$ cat src/rtl/pxf_pkg.sv
package pxf_pkg;
  // number of tri-statable output groups
  localparam int OE_W = 6;
  // width of the output clock phase counter
  localparam int PH_W = 2;

  typedef struct packed {
    logic dual;
    logic rise;
    logic gate;
  } pxf_mode_t;

  typedef struct packed {
    logic de;
    logic hs;
    logic vs;
    logic ctl;
  } pxf_meta_t;

  localparam pxf_mode_t MODE_RESET = '{dual: 1'b0, rise: 1'b1, gate: 1'b0};
endpackage

$ cat src/rtl/pxf_mode_latch.sv
module pxf_mode_latch
  import pxf_pkg::*;
(
  input  logic      clk,
  input  logic      rst_n,
  input  logic      stb_i,
  input  logic      vs_i,
  input  logic      dual_i,
  input  logic      rise_i,
  input  logic      gate_i,
  output pxf_mode_t mode_o,
  output logic      apply_o
);
  logic      vs_prev_q, vs_prev_nxt;
  pxf_mode_t mode_q, mode_nxt;

  always_comb begin
    apply_o     = stb_i & vs_i & ~vs_prev_q;
    vs_prev_nxt = stb_i ? vs_i : vs_prev_q;
    mode_nxt    = mode_q;
    if (apply_o) begin
      mode_nxt.dual = dual_i;
      mode_nxt.rise = rise_i;
      mode_nxt.gate = gate_i;
    end
  end

  always_ff @(posedge clk or negedge rst_n) begin
    if (!rst_n) begin
      vs_prev_q <= 1'b0;
      mode_q    <= MODE_RESET;
    end else begin
      vs_prev_q <= vs_prev_nxt;
      mode_q    <= mode_nxt;
    end
  end

  assign mode_o = mode_q;
endmodule

$ cat src/rtl/pxf_pair_demux.sv
module pxf_pair_demux
  import pxf_pkg::*;
#(
  parameter int PIX_W = 24
) (
  input  logic             clk,
  input  logic             rst_n,
  input  logic             stb_i,
  input  logic             apply_i,
  input  logic             dual_i,
  input  logic [PIX_W-1:0] pix_i,
  input  pxf_meta_t        meta_i,
  output logic [PIX_W-1:0] pix_a_o,
  output logic [PIX_W-1:0] pix_b_o,
  output pxf_meta_t        meta_o,
  output logic             upd_o,
  output logic             de_nxt_o
);
  logic             first_q, first_nxt;
  logic             de_prev_q, de_prev_nxt;
  logic [PIX_W-1:0] hold_pix_q, hold_pix_nxt;
  pxf_meta_t        hold_meta_q, hold_meta_nxt;
  logic [PIX_W-1:0] a_q, a_nxt, b_q, b_nxt;
  pxf_meta_t        meta_q, meta_nxt;
  logic             de_rise, take_first;

  always_comb begin
    de_rise       = meta_i.de & ~de_prev_q;
    take_first    = dual_i & (de_rise | first_q);
    upd_o         = stb_i & ~take_first;
    de_prev_nxt   = stb_i ? meta_i.de : de_prev_q;
    hold_pix_nxt  = hold_pix_q;
    hold_meta_nxt = hold_meta_q;
    a_nxt         = a_q;
    b_nxt         = b_q;
    meta_nxt      = meta_q;
    first_nxt     = first_q;
    if (stb_i && take_first) begin
      hold_pix_nxt  = pix_i;
      hold_meta_nxt = meta_i;
    end
    if (upd_o) begin
      if (dual_i) begin
        a_nxt    = hold_pix_q;
        // partner of a line's last pixel is zero-filled
        b_nxt    = meta_i.de ? pix_i : '0;
        meta_nxt = hold_meta_q;
      end else begin
        a_nxt    = pix_i;
        b_nxt    = '0;
        meta_nxt = meta_i;
      end
    end
    if (stb_i && dual_i) first_nxt = ~take_first;
    if (apply_i)         first_nxt = 1'b1;
    de_nxt_o = meta_nxt.de;
  end

  always_ff @(posedge clk or negedge rst_n) begin
    if (!rst_n) begin
      first_q     <= 1'b1;
      de_prev_q   <= 1'b0;
      hold_pix_q  <= '0;
      hold_meta_q <= '0;
      a_q         <= '0;
      b_q         <= '0;
      meta_q      <= '0;
    end else begin
      first_q     <= first_nxt;
      de_prev_q   <= de_prev_nxt;
      hold_pix_q  <= hold_pix_nxt;
      hold_meta_q <= hold_meta_nxt;
      a_q         <= a_nxt;
      b_q         <= b_nxt;
      meta_q      <= meta_nxt;
    end
  end

  assign pix_a_o = a_q;
  assign pix_b_o = b_q;
  assign meta_o  = meta_q;
endmodule

$ cat src/rtl/pxf_clk_gen.sv
module pxf_clk_gen
  import pxf_pkg::*;
(
  input  logic clk,
  input  logic rst_n,
  input  logic upd_i,
  input  logic dual_i,
  input  logic rise_i,
  input  logic gate_i,
  input  logic de_nxt_i,
  output logic odck_o
);
  localparam logic [PH_W-1:0] PH_MAX = '1;

  logic [PH_W-1:0] ph_q, ph_nxt, half;
  logic            odck_q, odck_nxt, lvl;

  always_comb begin
    // phase 0 is the data update; saturate so a late update stretches, never shortens
    if (upd_i)              ph_nxt = '0;
    else if (ph_q == PH_MAX) ph_nxt = ph_q;
    else                    ph_nxt = ph_q + 1'b1;
    half     = dual_i ? PH_W'(2) : PH_W'(1);
    lvl      = (ph_nxt >= half) ? rise_i : ~rise_i;
    odck_nxt = (gate_i && !de_nxt_i) ? 1'b0 : lvl;
  end

  always_ff @(posedge clk or negedge rst_n) begin
    if (!rst_n) begin
      ph_q   <= '0;
      odck_q <= 1'b0;
    end else begin
      ph_q   <= ph_nxt;
      odck_q <= odck_nxt;
    end
  end

  assign odck_o = odck_q;
endmodule

$ cat src/rtl/pxf_out_fmt.sv
module pxf_out_fmt
  import pxf_pkg::*;
#(
  parameter int PIX_W = 24
) (
  input  logic             clk,
  input  logic             rst_n,
  input  logic             pix_stb_i,
  input  logic [PIX_W-1:0] pix_i,
  input  logic             de_i,
  input  logic             hs_i,
  input  logic             vs_i,
  input  logic             ctl_i,
  input  logic             ctl_keep_i,
  input  logic             link_i,
  input  logic             dual_mode_i,
  input  logic             latch_rise_i,
  input  logic             gate_low_i,
  input  logic             out_dis_n_i,
  output logic [PIX_W-1:0] pix_a_o,
  output logic [PIX_W-1:0] pix_b_o,
  output logic             de_o,
  output logic             hs_o,
  output logic             vs_o,
  output logic             ctl_o,
  output logic             odck_o,
  output logic [OE_W-1:0]  oe_o,
  output logic             link_ok_o,
  output logic             ctl_keep_o
);
  logic      rst_meta_q, rst_core_q;
  pxf_mode_t mode_q;
  logic      apply, upd, de_nxt;
  pxf_meta_t meta_in, meta_out;
  logic      link_q, keep_q;

  // asynchronous assert, synchronous release
  always_ff @(posedge clk or negedge rst_n) begin
    if (!rst_n) begin
      rst_meta_q <= 1'b0;
      rst_core_q <= 1'b0;
    end else begin
      rst_meta_q <= 1'b1;
      rst_core_q <= rst_meta_q;
    end
  end

  always_comb meta_in = '{de: de_i, hs: hs_i, vs: vs_i, ctl: ctl_i};

  pxf_mode_latch u_mode (
    .clk(clk), .rst_n(rst_core_q), .stb_i(pix_stb_i), .vs_i(vs_i),
    .dual_i(dual_mode_i), .rise_i(latch_rise_i), .gate_i(gate_low_i),
    .mode_o(mode_q), .apply_o(apply)
  );

  pxf_pair_demux #(.PIX_W(PIX_W)) u_demux (
    .clk(clk), .rst_n(rst_core_q), .stb_i(pix_stb_i), .apply_i(apply),
    .dual_i(mode_q.dual), .pix_i(pix_i), .meta_i(meta_in),
    .pix_a_o(pix_a_o), .pix_b_o(pix_b_o), .meta_o(meta_out),
    .upd_o(upd), .de_nxt_o(de_nxt)
  );

  pxf_clk_gen u_clk (
    .clk(clk), .rst_n(rst_core_q), .upd_i(upd), .dual_i(mode_q.dual),
    .rise_i(mode_q.rise), .gate_i(mode_q.gate), .de_nxt_i(de_nxt),
    .odck_o(odck_o)
  );

  always_comb begin
    de_o  = meta_out.de;
    hs_o  = meta_out.hs;
    vs_o  = meta_out.vs;
    ctl_o = meta_out.ctl;
    oe_o  = out_dis_n_i ? {OE_W{1'b1}} : {OE_W{1'b0}};
  end

  always_ff @(posedge clk or negedge rst_n) begin
    if (!rst_n) begin
      link_q <= 1'b0;
      keep_q <= 1'b0;
    end else begin
      link_q <= link_i;
      keep_q <= ctl_keep_i;
    end
  end

  assign link_ok_o  = link_q;
  assign ctl_keep_o = keep_q;
endmodule

$ cat config.mk
export PLATFORM = sky130hd
export DESIGN_NAME = pxf_out_fmt
export DESIGN_NICKNAME = d
export VERILOG_FILES = /design/src/rtl/pxf_pkg.sv /design/src/rtl/pxf_mode_latch.sv /design/src/rtl/pxf_pair_demux.sv /design/src/rtl/pxf_clk_gen.sv /design/src/rtl/pxf_out_fmt.sv
export SDC_FILE = /design/constraint.sdc
export NUM_CORES = 1
export LEC_CHECK = 0
export BUFFER_PORTS_ARGS = -buffer_cell sky130_fd_sc_hd__clkbuf_2
export CORE_AREA = 2 2 89 91
export DETAILED_ROUTE_END_ITERATION = 12
export DIE_AREA = 0 0 91 93
export PLACE_DENSITY_LB_ADDON = 0.1
export SETUP_SLACK_MARGIN = 0.3
export SLEW_MARGIN = 20
export SYNTH_ARGS = -nofsm -noshare
export SYNTH_HDL_FRONTEND = slang
export SYNTH_SLANG_ARGS = --single-unit
$ cat constraint.sdc
create_clock -name clk -period 3.6 [get_ports clk]
set_input_delay 0.36 -clock clk [delete_from_list [all_inputs] [get_ports clk]]
set_output_delay 0.36 -clock clk [all_outputs]
set_load 0.05 [all_outputs]
== Word level (Yosys, flattened, before mapping) ==
Index checks and enable logic that the tools add are counted.

* Equality and inequality tests: 1
* Add/sub/neg operators: 1
* Muxes and demuxes: 13
* Order comparisons: 1
* Bitwise logic cells: 10
* Reductions and logical operators: 5

{| class="wikitable"
|+ Operators by type and width
! operator !! number
|-
| 2-to-1 mux 24 bit || 3
|-
| 2-to-1 mux 4 bit || 2
|-
| 2-to-1 mux 2 bit || 3
|-
| 2-to-1 mux 6 bit || 1
|-
| AND 1 bit || 5
|-
| 2-to-1 mux 1 bit || 4
|-
| inverter 1 bit || 4
|-
| logical AND 1 bit || 3
|-
| adder 2 x 1 -> 2 bit (second input constant) || 1
|-
| == test 2 bit (second input constant) || 1
|-
| >= comparator 2 bit || 1
|-
| nonzero test 2 bit || 1
|-
| zero test 1 bit || 1
|-
| bitwise OR 1 bit || 1
|}

* Input bits: 37
* Output and inout bits: 61
* Bits in registers: 93

== Longest topological paths before layout ==
Gate-level depths: netlist (run 1).

* Depth after elaboration: 10
* Gate-level depth with buffers: 11
* Depth with buffers taken out: 8

== Hierarchy ==
From an unflattened synthesis (run 1), not the netlist that was laid out.

* Cells, all modules: 281
* Area, all modules: 4281.6 um2

{| class="wikitable"
|+ By module, submodules not included
! module !! cells an instance !! instances !! area each (um2) !! seq. area each (um2)
|-
| pxf_pair_demux || 240 || 1 || 3772.4 || 2053.2
|-
| pxf_mode_latch || 12 || 1 || 182.7 || 101.3
|-
| pxf_clk_gen || 18 || 1 || 177.7 || 75.1
|-
| pxf_out_fmt || 11 || 1 || 148.9 || 100.1
|}

== Worst setup path before layout (run 1) ==
No wires, ideal clock.

* Path kind: reg2reg
* From: reg u_mode.mode_o[2] (netlist name)
* To: reg u_clk.odck_q, in the netlist u_clk.odck_o
* Arrival: 2.112 ns
* Stages on the path, launching flop included: 12
* Data required time: 3.473 ns
* Setup time: 0.127 ns
* Path buffers: 3
* Period minus slack after synthesis: 2.239 ns
* Path slack: 1.361 ns
* Path through: dfrtp_1 -> buf_2 -> and2_1 -> buf_6 -> a221o_1 -> buf_4 -> o21ai_0 -> ha_1 -> nand2b_1 -> a21oi_1 -> xnor2_1 -> a31oi_1

* Cells in the longest elaborated chain, start to end: 7

{| class="wikitable"
|+ RTL lines
! item !! line !! text
|-
| AND 1 bit || pxf_pair_demux.sv:29 || <nowiki>take_first = dual_i & (de_rise | first_q);</nowiki>
|-
| inverter 1 bit || pxf_pair_demux.sv:30 || <nowiki>upd_o = stb_i & ~take_first;</nowiki>
|-
| AND 1 bit || pxf_pair_demux.sv:30 ||
|-
| 2-to-1 mux 2 bit / 2-to-1 mux 4 bit (equally long branches) || pxf_clk_gen.sv:20, pxf_pair_demux.sv:42 ||
|-
| >= comparator 2 bit / zero test 1 bit (equally long branches) || pxf_clk_gen.sv:24, pxf_clk_gen.sv:25 ||
|-
| 2-to-1 mux 1 bit / logical AND 1 bit (equally long branches) || pxf_clk_gen.sv:24, pxf_clk_gen.sv:25 ||
|-
| 2-to-1 mux 1 bit (*) || pxf_clk_gen.sv:25 || <nowiki>odck_nxt = (gate_i && !de_nxt_i) ? 1'b0 : lvl;</nowiki>
|-
| via u_clk.odck_nxt || pxf_clk_gen.sv:16 || <nowiki>logic odck_q, odck_nxt, lvl;</nowiki>
|-
| to (signal assigned) || pxf_clk_gen.sv:34 || <nowiki>odck_q <= odck_nxt;</nowiki>
|-
| to (decl) || pxf_clk_gen.sv:16 ||
|}

The timed path passes the listed nets; every way through them passes the cells marked *.
A chain may end at the register's enable or synchronous reset.

== Final worst setup path (run 1) ==
* From: reg u_mode.mode_o[2] (netlist name)
* To: reg u_clk.odck_q, in the netlist u_clk.odck_o

* Cells in the longest elaborated chain, start to end: 7

{| class="wikitable"
|+ RTL lines
! item !! line
|-
| AND 1 bit || pxf_pair_demux.sv:29
|-
| inverter 1 bit || pxf_pair_demux.sv:30
|-
| AND 1 bit || pxf_pair_demux.sv:30
|-
| 2-to-1 mux 2 bit / 2-to-1 mux 4 bit (equally long branches) || pxf_clk_gen.sv:20, pxf_pair_demux.sv:42
|-
| >= comparator 2 bit / zero test 1 bit (equally long branches) || pxf_clk_gen.sv:24, pxf_clk_gen.sv:25
|-
| 2-to-1 mux 1 bit / logical AND 1 bit (equally long branches) || pxf_clk_gen.sv:24, pxf_clk_gen.sv:25
|-
| 2-to-1 mux 1 bit (*) || pxf_clk_gen.sv:25
|-
| via u_clk.odck_nxt || pxf_clk_gen.sv:16
|}

Marks and branches as above.

==> impl_metrics.json, run 1 <==
{
  "powerDensity_nw_per_um2": 891,
  "cts_tree": "done",
  "synth-main-ff-cell": "dfrtp_1",
  "place.detailed.hpwl_um": 5040,
  "power_switching_share": 0.439,
  "holdPathStages": 1,
  "yosys_warnings": 0,
  "root_buffer": "clkbuf_8",
  "io_buffers": 90,
  "clk_pin_slew_ns": 0.08,
  "worstMarginPinSlew_ns": 0.697,
  "drive_gt1_frac": 0.352,
  "antenna_cells": 0,
  "total_power_mw": 4.05,
  "final.period_utilization": 0.742,
  "grt_max_degree": 47,
  "start_util": 0.513,
  "grtUsageMet2": 0.291,
  "synth_area_um2": 3860,
  "r2r_cells": 8,
  "finalSetupTns_ns": 0,
  "outcome": "finished clean",
  "yosysTopAreaCell": "dfrtp_1",
  "synth_top_area_share": 0.590,
  "dieWidth_um": 91,
  "wl_per_cell_um": 13.9,
  "final_cell_mix": "90 x clkbuf_2, 89 x dfrtp_1, 79 x nand2_1, 50 x o21ai_1, 32 x mux2_2",
  "cp-end-kind": "flop",
  "use_met3": 0.0298,
  "postRouteAntennaNets": 0,
  "clk_latency_ns": 0.35,
  "io-pin-count": 98,
  "numCtsBuffers": 9,
  "p_comb_frac": 0.418,
  "synth_nets": 375,
  "drv_cap": 0,
  "required_ns": 3.83,
  "min_path_type": "input pin to flop",
  "fin_util": 0.604,
  "grt_usage": 0.182,
  "clkPwrFrac": 0.170,
  "cellInternalPower_mw": 2.27,
  "grt-busiest-layer": "met2",
  "crit_arrival_ns": 2.90,
  "grt_util_met1": 0.249,
  "synth_edf_count": 0,
  "grt_antenna_before_repair": 0,
  "syn_to_final_growth_pct": 17.8,
  "synthCells": 336,
  "grt_overflow": 0,
  "hold_violations": 0,
  "avgSynthCellArea_um2": 11.5,
  "finClkSkew_ns": 0.0118,
  "finalCriticalPeriod_ns": 2.67,
  "post-route-drc-count": 0,
  "drv_slew": 0,
  "synthArstFlopShare": 1.00,
  "startpoint_type": "flop",
  "setup_viol": 0,
  "p_leak_nw": 2.23,
  "rsz0062_at_grt": "no",
  "avgViaCountPerCell": 4.93,
  "path_max_fanout": 36,
  "p_seq_frac": 0.413,
  "p_switching_mw": 1.78,
  "firstDrtPassIters": 4,
  "fillers": 678,
  "grt_pass1_vias": 2474,
  "final_common_cell": "clkbuf_2",
  "nets": 455,
  "routed_wirelength_um": 7270,
  "ctsLongestPathBuffers": 2,
  "crit_type": "flop to flop",
  "htree_levels": 3,
  "fmax_ghz": 0.374,
  "synth_cell_type_count": 27,
  "cts_sinks": 93,
  "vias": 2580,
  "relSlewSlack": 0.535,
  "peakVddDrop_v": 0.000435,
  "fp.dieH_um": 93,
  "grt_pass1_wl_um": 12100,
  "ys_ff_latch": 93,
  "gp_congestion": 0.708,
  "ys_seq_area_frac": 0.604,
  "coreArea_um2": 7530,
  "die-area_um2": 8460,
  "drt_iter0_markers": 145,
  "synthTopCellsByArea": "dfrtp_1 59%, mux2_2 9.3%, nand2_1 7.7%, mux2i_1 7.3%, o21ai_1 6.5%",
  "cts_resized": 0,
  "rows": 32
}
cell usage after synthesis, types with 2 or more instances:
| cell | number |
|---|---|
| buf_2 | 4 |
| o21ai_0 | 3 |
| inv_1 | 6 |
| a21oi_1 | 2 |
| mux2_2 | 32 |
| buf_4 | 7 |
| dfstp_2 | 2 |
| clkbuf_1 | 10 |
| nor2_1 | 2 |
| o21ai_1 | 50 |
| dfrtp_1 | 91 |
| ha_1 | 2 |
| mux2i_1 | 28 |
| buf_6 | 6 |
| nand2_1 | 79 |
metal layers:
layer  vias to the layer above  routed length, µm
met3                         7                239
li1                       1284                  -
met1                      1241               3520
met4                         0                 78
met2                        48               3440
met5                         -                  0
path summary, 6_finish.rpt:
check                                      start                  end  slack [ns]
worst max-delay path            u_mode.mode_o[2]         u_clk.odck_o        0.93
worst min-delay path                      link_i            link_ok_o        0.12
worst max register to register  u_mode.mode_o[2]         u_clk.odck_o        0.93
worst min register to register        rst_core_q  u_demux.pix_b_o[22]        0.35
max in group asynchronous             rst_core_q      u_demux.first_q        2.57
min in group asynchronous             rst_core_q  u_demux.pix_b_o[22]        0.35
power groups by stage:
stage	combinational, mW	sequential, mW	clock (mW)
2_1_floorplan	0.623	2.40	0
3_3_place_gp	1.67	1.69	0
3_5_place_dp	1.71	1.70	0
4_1_cts	1.71	1.68	0.708
5_1_grt	1.81	1.73	0.757
6_report	1.69	1.67	0.688
cell families after synthesis:
kind of cell,synth area share
flip-flops,0.604
AND/OR/NAND/NOR,0.0888
multiplexers,0.166
AO/OA/AOI/OAI,0.0801
buffers and inverters,0.0519
adder cells (fa/ha/maj),0.00648
other,0.000972
XOR/XNOR,0.00227
flip-flops by register name, indices dropped and copies added (netlist names), 2 cells and up:
signal	count
u_clk.ph_q	2
u_demux.hold_meta_q	4
u_mode.mode_o	3
u_demux.hold_pix_q	24
u_demux.meta_o	4
u_demux.pix_a_o	24
u_demux.pix_b_o	24
stage by stage:
stage               setup WS (ns)  instance area, µm²  cells  hold slack (ns)
global route                0.723                4550    523            0.101
floorplan                   0.881                3860    336           0.0644
CTS                         0.887                4550    523           0.0998
global placement            0.962                4310    505            0.167
detailed placement          0.919                4330    506            0.169
finish                      0.929                4550    523            0.118
worst max-delay path, cell delays in order, from the launching register on:
cell and delay [ns]:
dfrtp_2 0.67, buf_4 0.39, a221o_4 0.46, o21ai_0 0.19, ha_1 0.31, nand2b_1 0.14, a21oi_1 0.18, xnor2_1 0.15
a31oi_1 0.07
timing repair:
| action | in CTS | in global routing |
|---|---|---|
| endpoints found under the hold margin | 4 | 0 |
| hold buffers | 1 | 0 |
| setup buffers | 0 | 0 |
| setup endpoints to repair | 0 | 0 |
final cells by class:
cell class	count	area, µm²	share of cell area
timing repair buffer	96	518	0.114
multi-input combinational	210	1340	0.295
inverter	6	22.5	0.00495
sequential	93	2330	0.514
clock buffer	11	141	0.0311
tap	102	128	0.0281
clock inverter	5	60.1	0.0132
Note: power is estimated with default switching activity, not from simulation.
==> run 2: changes to the inputs <==
- CORE_AREA: 2 2 89 91 -> 2 2 94 96
- DIE_AREA: 0 0 91 93 -> 0 0 96 98
- clock period: 3.6 -> 2.35 ns (I/O delays scaled with it)
==> run 2 against run 1 <==
  * Largest cell class unchanged
  * Register-to-register slack worse by 0.49 ns
  * Critical path type unchanged
  * Worst hold slack better by 0.0012 ns
  * Via count fell by 0.97%
  * Non-clock buffer count rose by 3
  * Critical path depth fell by 1
  * Global-route usage shrank 1.6 points
  * Sequential power is 51% higher
  * Design area rose by 1.8%
  * Clock skew down 0.00067 ns
  * Clock power grew 74%
  * Total power up 58%
  * Count of clock-buffer cells in the layout increased by 1
  * Largest power group unchanged
==> impl_metrics.json, run 2 (synthesis results as in run 1) <==
{
  "outcome": "finished clean",
  "clk_pin_slew_ns": 0.09,
  "worstReg2RegStart": "u_mode.mode_o[2]",
  "p_seq_frac": 0.396,
  "drive_gt1_frac": 0.364,
  "peakVddDrop_v": 0.000610,
  "final.period_utilization": 0.812,
  "cts_tree": "done",
  "firstDrtPassIters": 4,
  "total_power_mw": 6.40,
  "p_leak_nw": 2.28,
  "powerDensity_nw_per_um2": 1380,
  "min_path_type": "input pin to flop",
  "required_ns": 2.58,
  "rsz0062_at_grt": "no",
  "post-route-drc-count": 0,
  "htree_levels": 3,
  "drt_iter0_markers": 105,
  "crit_family": "compound AO/OA/AOI/OAI gates",
  "rows": 34,
  "grt_pass1_vias": 2461,
  "root_buffer": "clkbuf_8",
  "setup_viol": 0,
  "numCtsBuffers": 9,
  "hold_buffers": 3,
  "ctsLongestPathBuffers": 2,
  "crit_arrival_ns": 2.14,
  "crit_chain": "and2_4 -> a221o_4 -> a21boi_2 -> ha_1 -> a21oi_2 -> xnor2_1 -> a31oi_1",
  "place.detailed.hpwl_um": 4940,
  "finalCriticalPeriod_ns": 1.91,
  "grt_overflow": 0,
  "p_switching_mw": 2.72,
  "cellInternalPower_mw": 3.67,
  "critical-path-max-stage-delay_ns": 0.44,
  "dp_cells": 513,
  "avgViaCountPerCell": 4.81,
  "startpoint": "u_mode.mode_o[2]",
  "place_ws_ns": 0.450,
  "io-pin-count": 98,
  "hold_violations": 0,
  "worst_slack_ns": 0.441,
  "grt_usage": 0.166,
  "worstMarginPinSlew_ns": 0.733,
  "nets": 458,
  "p_comb_frac": 0.416,
  "grt_antenna_before_repair": 0,
  "power_switching_share": 0.426,
  "path_max_fanout": 5,
  "final_cell_mix": "90 x clkbuf_2, 89 x dfrtp_1, 79 x nand2_1, 50 x o21ai_1, 32 x mux2_2",
  "final_cells": 531,
  "startpoint_type": "flop",
  "crit_type": "flop to flop",
  "postPlaceCellArea_um2": 4360,
  "start_util": 0.456,
  "syn_to_final_growth_pct": 19.8,
  "finClkSkew_ns": 0.0112,
  "fp.dieH_um": 98,
  "fmax_ghz": 0.524,
  "relSlewSlack": 0.512,
  "cts_sinks": 93,
  "slowest_stage": "dfrtp_2",
  "gp_congestion": 0.752,
  "clk_latency_ns": 0.35,
  "fin_area_um2": 4630,
  "finalSetupTns_ns": 0,
  "min_from": "pix_i[9]",
  "cp_num_buf_inv": 0,
  "clkPwrFrac": 0.188,
  "fin_util": 0.546,
  "routed_wirelength_um": 7270,
  "postCtsSetupRepairBufs": 0,
  "drv_cap": 0,
  "cp-end-kind": "flop",
  "vias": 2555,
  "drv_slew": 0,
  "die-area_um2": 9410,
  "fillers": 799,
  "antenna_cells": 0,
  "io_buffers": 90,
  "cts_resized": 0,
  "dieWidth_um": 96,
  "multi_input_area_um2": 1360,
  "seq_area_um2": 2330,
  "grt_pass1_wl_um": 12100,
  "grt_max_degree": 60,
  "wl_per_cell_um": 13.7,
  "holdWs_ns": 0.119,
  "final_common_cell": "clkbuf_2",
  "coreArea_um2": 8470,
  "postRouteAntennaNets": 0
}
-- run 2: power by group through the flow --
| stage | combinational, mW | sequential (mW) | clock (mW) |
|---|---|---|---|
| floorplan | 1.00 | 3.69 | 0 |
| global placement | 2.64 | 2.55 | 0 |
| detailed placement | 2.69 | 2.57 | 0 |
| CTS | 2.70 | 2.54 | 1.25 |
| global route | 2.86 | 2.61 | 1.31 |
| finish | 2.66 | 2.53 | 1.20 |
-- run 2: per-layer routing --
metal  global-route usage  up-vias  routed length (µm)
li1                     -     1280                   -
met1                0.242     1207                3520
met2                0.242       58                3320
met3               0.0309       10                 315
met4               0.0736        0                 118
met5                    0        -                   0
-- run 2: path summary, 6_finish.rpt --
path | endpoint | cells past startpoint | slack [ns]
setup / recovery | u_clk.odck_o | 7 | 0.44
hold / removal | u_demux.pix_b_o[9] | 3 | 0.12
setup reg to reg | u_clk.odck_o | 7 | 0.44
hold reg to reg | u_demux.pix_a_o[20] | 0 | 0.31
max in group asynchronous | u_mode.mode_o[1] | 1 | 1.33
min in group asynchronous | rst_core_q | 2 | 0.22
-- run 2: tightest hold or removal path, delay by kind of cell --
family / cells / cell delay, ns
buffers and inverters: 1 / 0.10
AOI/OAI and AO/OA: 1 / 0.05
and+or+nand+nor: 1 / 0.05
-- run 2: cell type report --
class                      instances  area share
clock buffer                      12      0.0357
timing repair buffer              99       0.116
tap                              108      0.0292
inverter                           6     0.00487
multi-input combinational        210       0.295
clock inverter                     3      0.0146
sequential                        93       0.505
==> run 3: changes to the inputs <==
- ABC_AREA: not set -> 1
- CORE_AREA: 2 2 94 96 -> 2 2 89 91
- DIE_AREA: 0 0 96 98 -> 0 0 91 93
- clock period: 2.35 -> 1.9 ns (I/O delays scaled with it)
==> run 3 against run 2 <==
  * Worst hold slack lost 0.044 ns
  * Sequential power grew 21%
  * Die area shrank 10%
  * Critical endpoint unchanged
  * Largest cell class unchanged
==> impl_metrics.json, run 3 <==
{
  "drt_iter0_markers": 116,
  "avgSynthCellArea_um2": 9.44,
  "crit_chain": "nand2_4 -> nand3_4 -> o21ai_4 -> ha_4 -> inv_1 -> nand2_2 -> a21oi_2 -> inv_1 -> nand2_1 -> nand2_1 -> nand2_1 -> inv_1",
  "r2r_cells": 12,
  "seq_area_um2": 2330,
  "hold_violations": 0,
  "finalSetupTns_ns": 0,
  "finalCriticalPeriod_ns": 1.59,
  "final_cell_mix": "101 x nand2_1, 90 x clkbuf_2, 89 x dfrtp_1, 56 x nor2_1, 50 x o31ai_1",
  "synthTopCellsByArea": "dfrtp_1 58%, nand2_1 10%, o31ai_1 9.6%, nor2_1 5.4%, inv_1 3.2%",
  "die-area_um2": 8460,
  "rsz0062_at_grt": "yes",
  "startpoint_type": "flop",
  "powerDensity_nw_per_um2": 1650,
  "clk_pin_slew_ns": 0.08,
  "critical-path-max-stage-delay_ns": 0.56,
  "gp_congestion": 0.757,
  "drv_cap": 0,
  "outcome": "finished clean",
  "synth_top_area_share": 0.584,
  "holdPathStages": 3,
  "path_max_fanout": 4,
  "drive_gt1_frac": 0.275,
  "io_buffers": 90,
  "numCtsBuffers": 9,
  "synth_nets": 452,
  "synthCells": 413,
  "fmax_ghz": 0.630,
  "wl_per_cell_um": 13.6,
  "place.detailed.hpwl_um": 5580,
  "final_common_cell": "nand2_1",
  "synth_edf_count": 0,
  "nets": 543,
  "avgViaCountPerCell": 4.93,
  "cp-end-kind": "flop",
  "antenna_cells": 0,
  "yosys.cell_count.top_type": "nand2_1",
  "grt_pass1_wl_um": 13900,
  "fp.dieH_um": 93,
  "crit_arrival_ns": 1.83,
  "fillers": 694,
  "post-route-drc-count": 0,
  "peakVddDrop_v": 0.000946,
  "drv_slew": 0,
  "io-pin-count": 98,
  "ys_ff_latch": 93,
  "grt_overflow": 0,
  "multi_input_area_um2": 1300,
  "dp_cells": 586,
  "grt_max_degree": 83,
  "syn_to_final_growth_pct": 21.4,
  "vias": 2996,
  "crit_type": "flop to flop",
  "setup_viol": 0,
  "routed_wirelength_um": 8290,
  "yosys-top-cells-count": "104 x nand2_1, 91 x dfrtp_1, 56 x nor2_1",
  "p_leak_nw": 2.46,
  "yosys_warnings": 0,
  "final.period_utilization": 0.836,
  "synth_area_um2": 3900,
  "coreArea_um2": 7530,
  "ys_seq_area_frac": 0.598,
  "synthArstFlopShare": 1.00,
  "slowest_stage": "dfstp_2",
  "yosysTopAreaCell": "dfrtp_1",
  "min_path_type": "input pin to flop",
  "required_ns": 2.14,
  "cts_sinks": 93,
  "final_cells": 608,
  "total_power_mw": 7.80,
  "finClkSkew_ns": 0.0114,
  "dieWidth_um": 91,
  "cts_tree": "done",
  "postRouteAntennaNets": 0,
  "grt_usage": 0.204,
  "synth_cell_type_count": 21,
  "ctsLongestPathBuffers": 2,
  "synth-main-ff-cell": "dfrtp_1",
  "clk_latency_ns": 0.34,
  "htree_levels": 3,
  "start_util": 0.518,
  "root_buffer": "clkbuf_8",
  "rows": 32,
  "firstDrtPassIters": 4,
  "grt_antenna_before_repair": 0,
  "grt_pass1_vias": 2891
}
-- run 3: power breakdown --
part	switching (mW)	internal, mW
clock	0.621	0.719
sequential	0.386	2.66
combinational	2.53	0.883
-- run 3: final cells by class --
class	instances	share of cell area
clock buffers	10	0.0270
clock inverters	3	0.0137
inverters	34	0.0270
multi-input cells	254	0.275
flip-flops and latches	93	0.493
well taps	102	0.0270
repair buffers	112	0.138
-- run 3: final timing paths --
kind | startpoint | to | slack (ns)
max | u_demux.first_q | u_clk.odck_o | 0.31
min in group asynchronous | rst_n | ctl_keep_o | 0.20
min | ctl_i | u_demux.hold_meta_q[0] | 0.08
max reg2reg | u_demux.first_q | u_clk.odck_o | 0.31
min reg2reg | rst_core_q | u_demux.meta_o[1] | 0.22
max in group asynchronous | rst_core_q | u_demux.hold_pix_q[21] | 1.06
-- run 3: stage by stage --
step	hold WS, ns	util	area, µm²	worst slack (ns)
floorplan	-0.106	-	3950	0.225
global placement	-0.00323	0.589	4440	0.250
detailed placement	-0.000409	0.589	4440	0.218
CTS	0.0582	0.621	4680	0.302
global route	0.0695	0.629	4730	0.187
finish	0.0751	0.629	4730	0.312
-- run 3: kinds of logic after synthesis --
logic type               share of synthesized area
AND/OR/NAND/NOR                              0.166
buffers and inverters                       0.0873
AO/OA/AOI/OAI                                0.139
other                                     0.000962
adder cells (fa/ha/maj)                    0.00642
multiplexers                               0.00289
flip-flops                                   0.598
-- run 3: what timing repair did --
action	4_1_cts	5_1_grt
buffers inserted	2	4
pin swaps	1	4
endpoints found under the setup margin	17	19
gates resized for setup	1	6
hold endpoints to repair	6	0
hold buffers	3	0
-- run 3: worst max-delay path, delay by kind of cell, from the launching register on --
| family | cells | cell delay, ns |
|---|---|---|
| flops | 1 | 0.56 |
| simple gates | 6 | 0.37 |
| compound gates | 2 | 0.22 |
| buf+inv | 3 | 0.14 |
| fa+ha+maj | 1 | 0.21 |
-- run 3: routing by layer --
layer,vias to the layer above,GRT usage,routed length (µm)
met4,0,0.0846,87
li1,1522,-,-
met5,-,0,0
met3,10,0.0298,340
met2,75,0.322,4030
met1,1389,0.288,3830
